### src/rtl/aug_pkg.sv
package aug_pkg;

  // operand classification after unpacking
  typedef enum logic [1:0] {
    FP_FINITE = 2'd0,
    FP_INF    = 2'd1,
    FP_NAN    = 2'd2
  } fp_cls_e;

  // width of a finite magnitude on the smallest-subnormal grid
  function automatic int mag_width(input int exp_w, input int frac_w);
    return frac_w + 1 + (1 << exp_w) - 3;
  endfunction

endpackage

### src/rtl/aug_unpack.sv
module aug_unpack
  import aug_pkg::*;
#(
  parameter int EXP_W  = 5,
  parameter int FRAC_W = 10,
  parameter int MAG_W  = 40
) (
  input  logic [EXP_W+FRAC_W:0] word,
  output logic                  sign,
  output fp_cls_e               cls,
  output logic [MAG_W-1:0]      mag
);

  localparam int W = EXP_W + FRAC_W + 1;

  logic [EXP_W-1:0]  field;
  logic [FRAC_W-1:0] frac;
  logic [FRAC_W:0]   mant;
  logic [EXP_W-1:0]  shamt;

  always_comb begin
    field = word[FRAC_W +: EXP_W];
    frac  = word[FRAC_W-1:0];
    sign  = word[W-1];
    cls   = FP_FINITE;
    mant  = '0;
    shamt = '0;
    mag   = '0;
    if (&field) begin
      cls = (|frac) ? FP_NAN : FP_INF;
    end else begin
      // hidden bit is set for every nonzero field; subnormals share field 1's scale
      mant  = {|field, frac};
      shamt = (|field) ? field - EXP_W'(1) : '0;
      mag   = MAG_W'(mant) << shamt;
    end
  end

endmodule

### src/rtl/aug_exact_sum.sv
module aug_exact_sum #(
  parameter int MAG_W = 40
) (
  input  logic             a_sign,
  input  logic [MAG_W-1:0] a_mag,
  input  logic             b_sign,
  input  logic [MAG_W-1:0] b_mag,
  output logic             s_sign,
  output logic [MAG_W:0]   s_mag
);

  logic [MAG_W:0] ext_a;
  logic [MAG_W:0] ext_b;

  assign ext_a = {1'b0, a_mag};
  assign ext_b = {1'b0, b_mag};

  always_comb begin
    if (a_sign == b_sign) begin
      s_mag  = ext_a + ext_b;
      s_sign = a_sign;
    end else if (a_mag >= b_mag) begin
      s_mag  = ext_a - ext_b;
      s_sign = a_sign;
    end else begin
      s_mag  = ext_b - ext_a;
      s_sign = b_sign;
    end
    // exact zero: negative only when both addends are negative (symmetric in a/b)
    if (s_mag == '0) begin
      s_sign = a_sign & b_sign;
    end
  end

endmodule

### src/rtl/aug_round_pack.sv
module aug_round_pack #(
  parameter int EXP_W  = 5,
  parameter int FRAC_W = 10,
  parameter int MAG_W  = 41
) (
  input  logic                  sign,
  input  logic [MAG_W-1:0]      mag,
  output logic [EXP_W+FRAC_W:0] word
);

  localparam int SH_W   = $clog2(MAG_W + 1);
  localparam int FLD_W  = SH_W + 1;
  localparam int MANT_W = FRAC_W + 1;
  localparam int EMAX   = (1 << EXP_W) - 1;
  localparam logic [MAG_W-1:0] ONE = MAG_W'(1);

  logic [SH_W-1:0]   msb;
  logic [SH_W-1:0]   sh;
  logic [SH_W-1:0]   sh_f;
  logic [MAG_W-1:0]  shifted;
  logic [MANT_W-1:0] q;
  logic [MAG_W-1:0]  half_mask;
  logic [MAG_W-1:0]  low_mask;
  logic              guard;
  logic              sticky;
  logic [MANT_W:0]   q_inc;
  logic [MANT_W-1:0] mant;
  logic [FLD_W-1:0]  field;
  logic              ovf;

  // leading-one position
  always_comb begin
    msb = '0;
    for (int i = 0; i < MAG_W; i++) begin
      if (mag[i]) msb = SH_W'(i);
    end
  end

  // round to nearest; a bare guard bit (exact half) is dropped: ties toward zero
  always_comb begin
    sh        = (msb > SH_W'(FRAC_W)) ? msb - SH_W'(FRAC_W) : '0;
    shifted   = mag >> sh;
    q         = shifted[MANT_W-1:0];
    half_mask = (ONE << sh) >> 1;
    low_mask  = (half_mask == '0) ? '0 : half_mask - ONE;
    guard     = |(mag & half_mask);
    sticky    = |(mag & low_mask);
    q_inc     = {1'b0, q} + {{MANT_W{1'b0}}, guard & sticky};
    if (q_inc[MANT_W]) begin
      mant = q_inc[MANT_W:1];
      sh_f = sh + SH_W'(1);
    end else begin
      mant = q_inc[MANT_W-1:0];
      sh_f = sh;
    end
    field = mant[FRAC_W] ? ({1'b0, sh_f} + FLD_W'(1)) : '0;
    ovf   = (field >= FLD_W'(EMAX));
  end

  always_comb begin
    if (ovf) begin
      word = {sign, {EXP_W{1'b1}}, {FRAC_W{1'b0}}};
    end else begin
      word = {sign, field[EXP_W-1:0], mant[FRAC_W-1:0]};
    end
  end

endmodule

### src/rtl/aug_rst_sync.sv
module aug_rst_sync (
  input  logic clk,
  input  logic rst_n_in,
  output logic rst_n_out
);

  logic [1:0] sync_q;

  always_ff @(posedge clk or negedge rst_n_in) begin
    if (!rst_n_in) begin
      sync_q <= 2'b00;
    end else begin
      sync_q <= {sync_q[0], 1'b1};
    end
  end

  assign rst_n_out = sync_q[1];

endmodule

### src/rtl/aug_adder.sv
module aug_adder
  import aug_pkg::*;
#(
  parameter int EXP_W  = 5,
  parameter int FRAC_W = 10
) (
  input  logic                  clk,
  input  logic                  rst_n,
  input  logic [EXP_W+FRAC_W:0] x,
  input  logic [EXP_W+FRAC_W:0] y,
  output logic [EXP_W+FRAC_W:0] h,
  output logic [EXP_W+FRAC_W:0] t
);

  localparam int W     = EXP_W + FRAC_W + 1;
  localparam int MAG_W = mag_width(EXP_W, FRAC_W);
  localparam int SUM_W = MAG_W + 1;
  localparam logic [W-1:0] QNAN    = {1'b0, {EXP_W{1'b1}}, 1'b1, {(FRAC_W-1){1'b0}}};
  localparam logic [W-2:0] INF_MAG = {{EXP_W{1'b1}}, {FRAC_W{1'b0}}};

  logic rst_n_sync;

  aug_rst_sync u_rst_sync (
    .clk      (clk),
    .rst_n_in (rst_n),
    .rst_n_out(rst_n_sync)
  );

  // operand unpacking
  logic [W-1:0]     op_word [2];
  logic             op_sign [2];
  fp_cls_e          op_cls  [2];
  logic [MAG_W-1:0] op_mag  [2];

  assign op_word[0] = x;
  assign op_word[1] = y;

  for (genvar g = 0; g < 2; g++) begin : g_unpack
    aug_unpack #(
      .EXP_W (EXP_W),
      .FRAC_W(FRAC_W),
      .MAG_W (MAG_W)
    ) u_unpack (
      .word(op_word[g]),
      .sign(op_sign[g]),
      .cls (op_cls[g]),
      .mag (op_mag[g])
    );
  end

  // exact sum on the subnormal grid
  logic             s_sign;
  logic [SUM_W-1:0] s_mag;

  aug_exact_sum #(
    .MAG_W(MAG_W)
  ) u_sum (
    .a_sign(op_sign[0]),
    .a_mag (op_mag[0]),
    .b_sign(op_sign[1]),
    .b_mag (op_mag[1]),
    .s_sign(s_sign),
    .s_mag (s_mag)
  );

  // head rounding
  logic [W-1:0] head_word;

  aug_round_pack #(
    .EXP_W (EXP_W),
    .FRAC_W(FRAC_W),
    .MAG_W (SUM_W)
  ) u_head (
    .sign(s_sign),
    .mag (s_mag),
    .word(head_word)
  );

  // head magnitude back on the grid, for the residual
  logic             hd_sign;
  fp_cls_e          hd_cls;
  logic [SUM_W-1:0] hd_mag;

  aug_unpack #(
    .EXP_W (EXP_W),
    .FRAC_W(FRAC_W),
    .MAG_W (SUM_W)
  ) u_head_mag (
    .word(head_word),
    .sign(hd_sign),
    .cls (hd_cls),
    .mag (hd_mag)
  );

  // residual and tail packing (exact, rounding never engages)
  logic             res_sign;
  logic [SUM_W-1:0] res_mag;
  logic [W-1:0]     tail_word;

  always_comb begin
    if (s_mag >= hd_mag) begin
      res_mag  = s_mag - hd_mag;
      res_sign = hd_sign;
    end else begin
      res_mag  = hd_mag - s_mag;
      res_sign = ~hd_sign;
    end
  end

  aug_round_pack #(
    .EXP_W (EXP_W),
    .FRAC_W(FRAC_W),
    .MAG_W (SUM_W)
  ) u_tail (
    .sign(res_sign),
    .mag (res_mag),
    .word(tail_word)
  );

  // special-value selection
  logic         any_nan;
  logic         any_inf;
  logic         inf_sign;
  logic [W-1:0] h_d;
  logic [W-1:0] t_d;

  always_comb begin
    any_inf  = (op_cls[0] == FP_INF) || (op_cls[1] == FP_INF);
    any_nan  = (op_cls[0] == FP_NAN) || (op_cls[1] == FP_NAN) ||
               ((op_cls[0] == FP_INF) && (op_cls[1] == FP_INF) && (op_sign[0] != op_sign[1]));
    inf_sign = (op_cls[0] == FP_INF) ? op_sign[0] : op_sign[1];
    if (any_nan) begin
      h_d = QNAN;
      t_d = QNAN;
    end else if (any_inf) begin
      h_d = {inf_sign, INF_MAG};
      t_d = {inf_sign, INF_MAG};
    end else if (hd_cls != FP_FINITE) begin
      h_d = head_word;
      t_d = head_word;
    end else begin
      h_d = head_word;
      t_d = tail_word;
    end
  end

  // output register
  logic [W-1:0] h_q;
  logic [W-1:0] t_q;

  always_ff @(posedge clk or negedge rst_n_sync) begin
    if (!rst_n_sync) begin
      h_q <= '0;
      t_q <= '0;
    end else begin
      h_q <= h_d;
      t_q <= t_d;
    end
  end

  assign h = h_q;
  assign t = t_q;

endmodule

### config.mk
export PLATFORM = sky130hd
export DESIGN_NAME = aug_adder
export DESIGN_NICKNAME = d
export VERILOG_FILES = /design/src/rtl/aug_pkg.sv /design/src/rtl/aug_unpack.sv /design/src/rtl/aug_exact_sum.sv /design/src/rtl/aug_round_pack.sv /design/src/rtl/aug_rst_sync.sv /design/src/rtl/aug_adder.sv
export SDC_FILE = /design/constraint.sdc
export NUM_CORES = 1
export LEC_CHECK = 0
export ABC_AREA = 1
export BUFFER_PORTS_ARGS = -buffer_cell sky130_fd_sc_hd__buf_4
export CAP_MARGIN = 5
export CORE_MARGIN = 3
export CORE_UTILIZATION = 25
export CTS_CLUSTER_SIZE = 28
export DETAILED_ROUTE_END_ITERATION = 12
export GPL_ROUTABILITY_DRIVEN = 1
export GPL_TIMING_DRIVEN = 0
export HOLD_SLACK_MARGIN = 0.05
export PLACE_DENSITY = 0.44
export SLEW_MARGIN = 20
export SYNTH_ARGS = -nofsm -noshare
export SYNTH_HDL_FRONTEND = slang
export SYNTH_SLANG_ARGS = --single-unit
export TNS_END_PERCENT = 5
### constraint.sdc
create_clock -name clk -period 1.3 [get_ports clk]
set_input_delay 0.065 -clock clk [delete_from_list [all_inputs] [get_ports clk]]
set_output_delay 0.065 -clock clk [all_outputs]
set_load 0.1 [all_outputs]
==> impl_metrics.tcl <==
set metrics [dict create \
    place_area_um2 28900 \
    critPathCaptureType "register" \
    cp_max_fo 11 \
    hold_ws_ns 0.105 \
    syn_area_um2 25800 \
    gr-usage-all-layers_pct 24.1 \
    final_area_um2 36000 \
    layout.cells.most_common_list "nand2_1 (1,017), inv_1 (609), nor2_1 (445)" \
    yosysTopAreaCellShare_pct 17.7 \
    ant_nets 0 \
    grt_max_degree 33 \
    io_pins 66 \
    startpoint_type "input pin" \
    required_ns 1.47 \
    cts_tree "yes" \
    synth_fp_nets 5150 \
    r2r-end "h[15]" \
    multiInputGateArea_um2 25800 \
    nFillCells 11600 \
    first_global_vias 32000 \
    core-area_um2 102000 \
    avgSynthCellArea_um2 5.29 \
    place.gp.congestion 0.996 \
    port_buffers 65 \
    antenna_found_initial 0 \
    mostFrequentLayoutCell "nand2_1" \
    drv_cap 0 \
    area_delta_synth_final_pct 39.5 \
    slew_headroom_pct 33.1 \
    n_antenna_cell 0 \
    fin_cells 6629 \
    firstDrtPassIters 8 \
    post-place-cells 6311 \
    finalSetupViolCount 32 \
    synth-seq-area-share_pct 3.29 \
    first_iter_violations 2947 \
    num_vias 34500 \
    worstPathArrival_ns 21.61 \
    worst_r2r_path_depth 0 \
    violations "setup timing" \
    rsz0062_at_grt "true" \
    critPathKind "in -> reg" \
    synth_largest_area_cell "nand2_1" \
    hold_violations 0 \
    clk_latency_ns 0.28 \
    synth_edf_count 0 \
    clock_skew_ns 0.00434 \
    grt-ovfl-total 0 \
    synth_top_flop_cell "dfrtp_1" \
    grt_pass1_wl_mm 199 \
    vias_per_cell 5.20 \
    cpMaxStageDelayCell "nor4_2" \
    slew_viol_final 0 \
    clockBufferDepth 2 \
    r2r-start "u_rst_sync.sync_q[1]" \
    drc 0 \
    drive_gt1_share_pct 29.2 \
    die_y_um 327 \
    status "finished with violations" \
    timing.critical_path.mode_cell "nor2_1" \
    fin_crit_sh_pct 1650 \
    wire_per_inst_um 20.9 \
    min_path_type "in -> async" \
    cts-root-buf "clkbuf_16" \
    synth_warnings 0 \
    max_stage_delay_ns 0.40 \
    regArea_um2 852 \
    detailed_place_hpwl_mm 114 \
    synth.distinct_cells 85 \
    max_freq_ghz 0.0467 \
    setup_ws_ns -20.14 \
    postRouteWirelength_mm 139 \
    r2r_setup_slack_ns 0.52 \
    syn_inst 4878 \
    die-area_um2 107000 \
    path_clk_slew_ns 0.05 \
    synth.ff_latch_count 34 \
    numCtsBuffers 5 \
    nets 5532 \
    clock_sinks 34 \
    htree_levels 2 \
    synth_area_leaders "nand2_1 (18%), ha_1 (11%), inv_1 (9.9%)" \
    start_util_pct 25.3 \
    async_reset_ff_share_pct 100 \
    die_width_um 327 \
    fp-row-count 117 \
    period_needed_ns 21.44 \
    tightest_slew_ns 0.995 \
]
[how the worst max path moves through the flow]
stage | startpoint | to | slack (ns)
global placement | y[10] | t[10] | -26.05
floorplan | y[10] | t[0] | -17.35
finish | x[10] | t[6] | -20.14
CTS | y[10] | t[6] | -21.02
detailed placement | y[10] | t[10] | -25.77
global route | x[10] | t[6] | -21.41
[Yosys cell counts (10+ instances only)]
cell,n
a21o_1,13
a21oi_1,347
buf_4,22
mux2i_1,16
clkbuf_1,52
o21ai_1,47
ha_1,233
o21bai_1,11
dfrtp_1,34
a221oi_1,15
nor3_1,51
o31ai_1,26
nand2_2,18
nor2_2,28
o22ai_1,39
inv_1,684
clkinv_1,11
nor2_1,606
a211oi_1,10
xor2_1,122
nor4_1,30
nand4_1,50
nand3_2,14
buf_2,72
o21ai_0,285
o211ai_1,40
nand3_1,476
a31oi_1,17
o21a_1,25
nand2_1,1215
xnor2_1,22
inv_2,79
[registers in the layout, summed over array words and instances, names as in the netlist]
register / cells
h: 16
t: 16
u_rst_sync.sync_q: 2
[worst max-delay path, delay by kind of cell]
family          cells  cell delay (ns)
mux                 1             0.33
buf+inv            39             4.19
fa+ha+maj          12             2.31
simple gates       92            10.59
compound gates     23             3.58
xor+xnor            2             0.44
[area by class of cell]
| type | instances | area share [%] |
|---|---|---|
| Clock inverter | 3 | 0.191 |
| Inverter | 777 | 8.50 |
| Multi-Input combinational cell | 3907 | 71.6 |
| Tap cell | 1368 | 4.75 |
| Sequential cell | 34 | 2.37 |
| Timing Repair Buffer | 375 | 8.35 |
| Buffer | 160 | 3.87 |
| Clock buffer | 5 | 0.347 |
[through the flow]
| stage | setup TNS [ns] | util [%] | setup slack (ns) |
|---|---|---|---|
| final | -465.32 | 35.2 | -20.14 |
| after global routing | -495.04 | 35.2 | -21.41 |
| after global placement | -609.44 | 28.3 | -26.05 |
| after detailed placement | -597.72 | 28.3 | -25.77 |
| after CTS | -484.53 | 30.7 | -21.02 |
| after floorplan | -398.08 | - | -17.35 |
[logic make-up (layout without fill, tap and decap cells)]
logic type                 Yosys count  count (layout)  share of synthesized area (%)
and+or+nand+nor                   2531            2532                           42.1
AOI/OAI and AO/OA                  961             961                           21.8
buffers and inverters              938            1320                           14.7
adders and majority gates          238             238                           11.7
xor gates and xnor gates           154             154                           5.60
DFF                                 34              34                           3.29
muxes                               21              21                          0.838
other                                1               1                         0.0145
[timing repair]
| action | in CTS | in global routing |
|---|---|---|
| hold endpoints to repair | 2 | 0 |
| setup endpoints to repair | 32 | 32 |
| gates cloned | 0 | 8 |
| hold buffers | 1 | 0 |
| gates resized for setup | 367 | 823 |
| pin swaps | 89 | 295 |
| setup buffers | 89 | 213 |
[routing by layer]
metal | track usage, % | up-vias | part of all wire (%) | routed length [um]
met5 | 0 | - | 0 | 0
met4 | 10.5 | 0 | 5.7 | 7850
met3 | 1.68 | 266 | 6.3 | 8700
met2 | 40.6 | 1319 | 46 | 63800
met1 | 31.5 | 16200 | 42 | 58500
li1 | - | 16700 | - | -
Power is not shown: default switching activity piles up to over one toggle a cycle in this logic, so the estimate is an artifact.
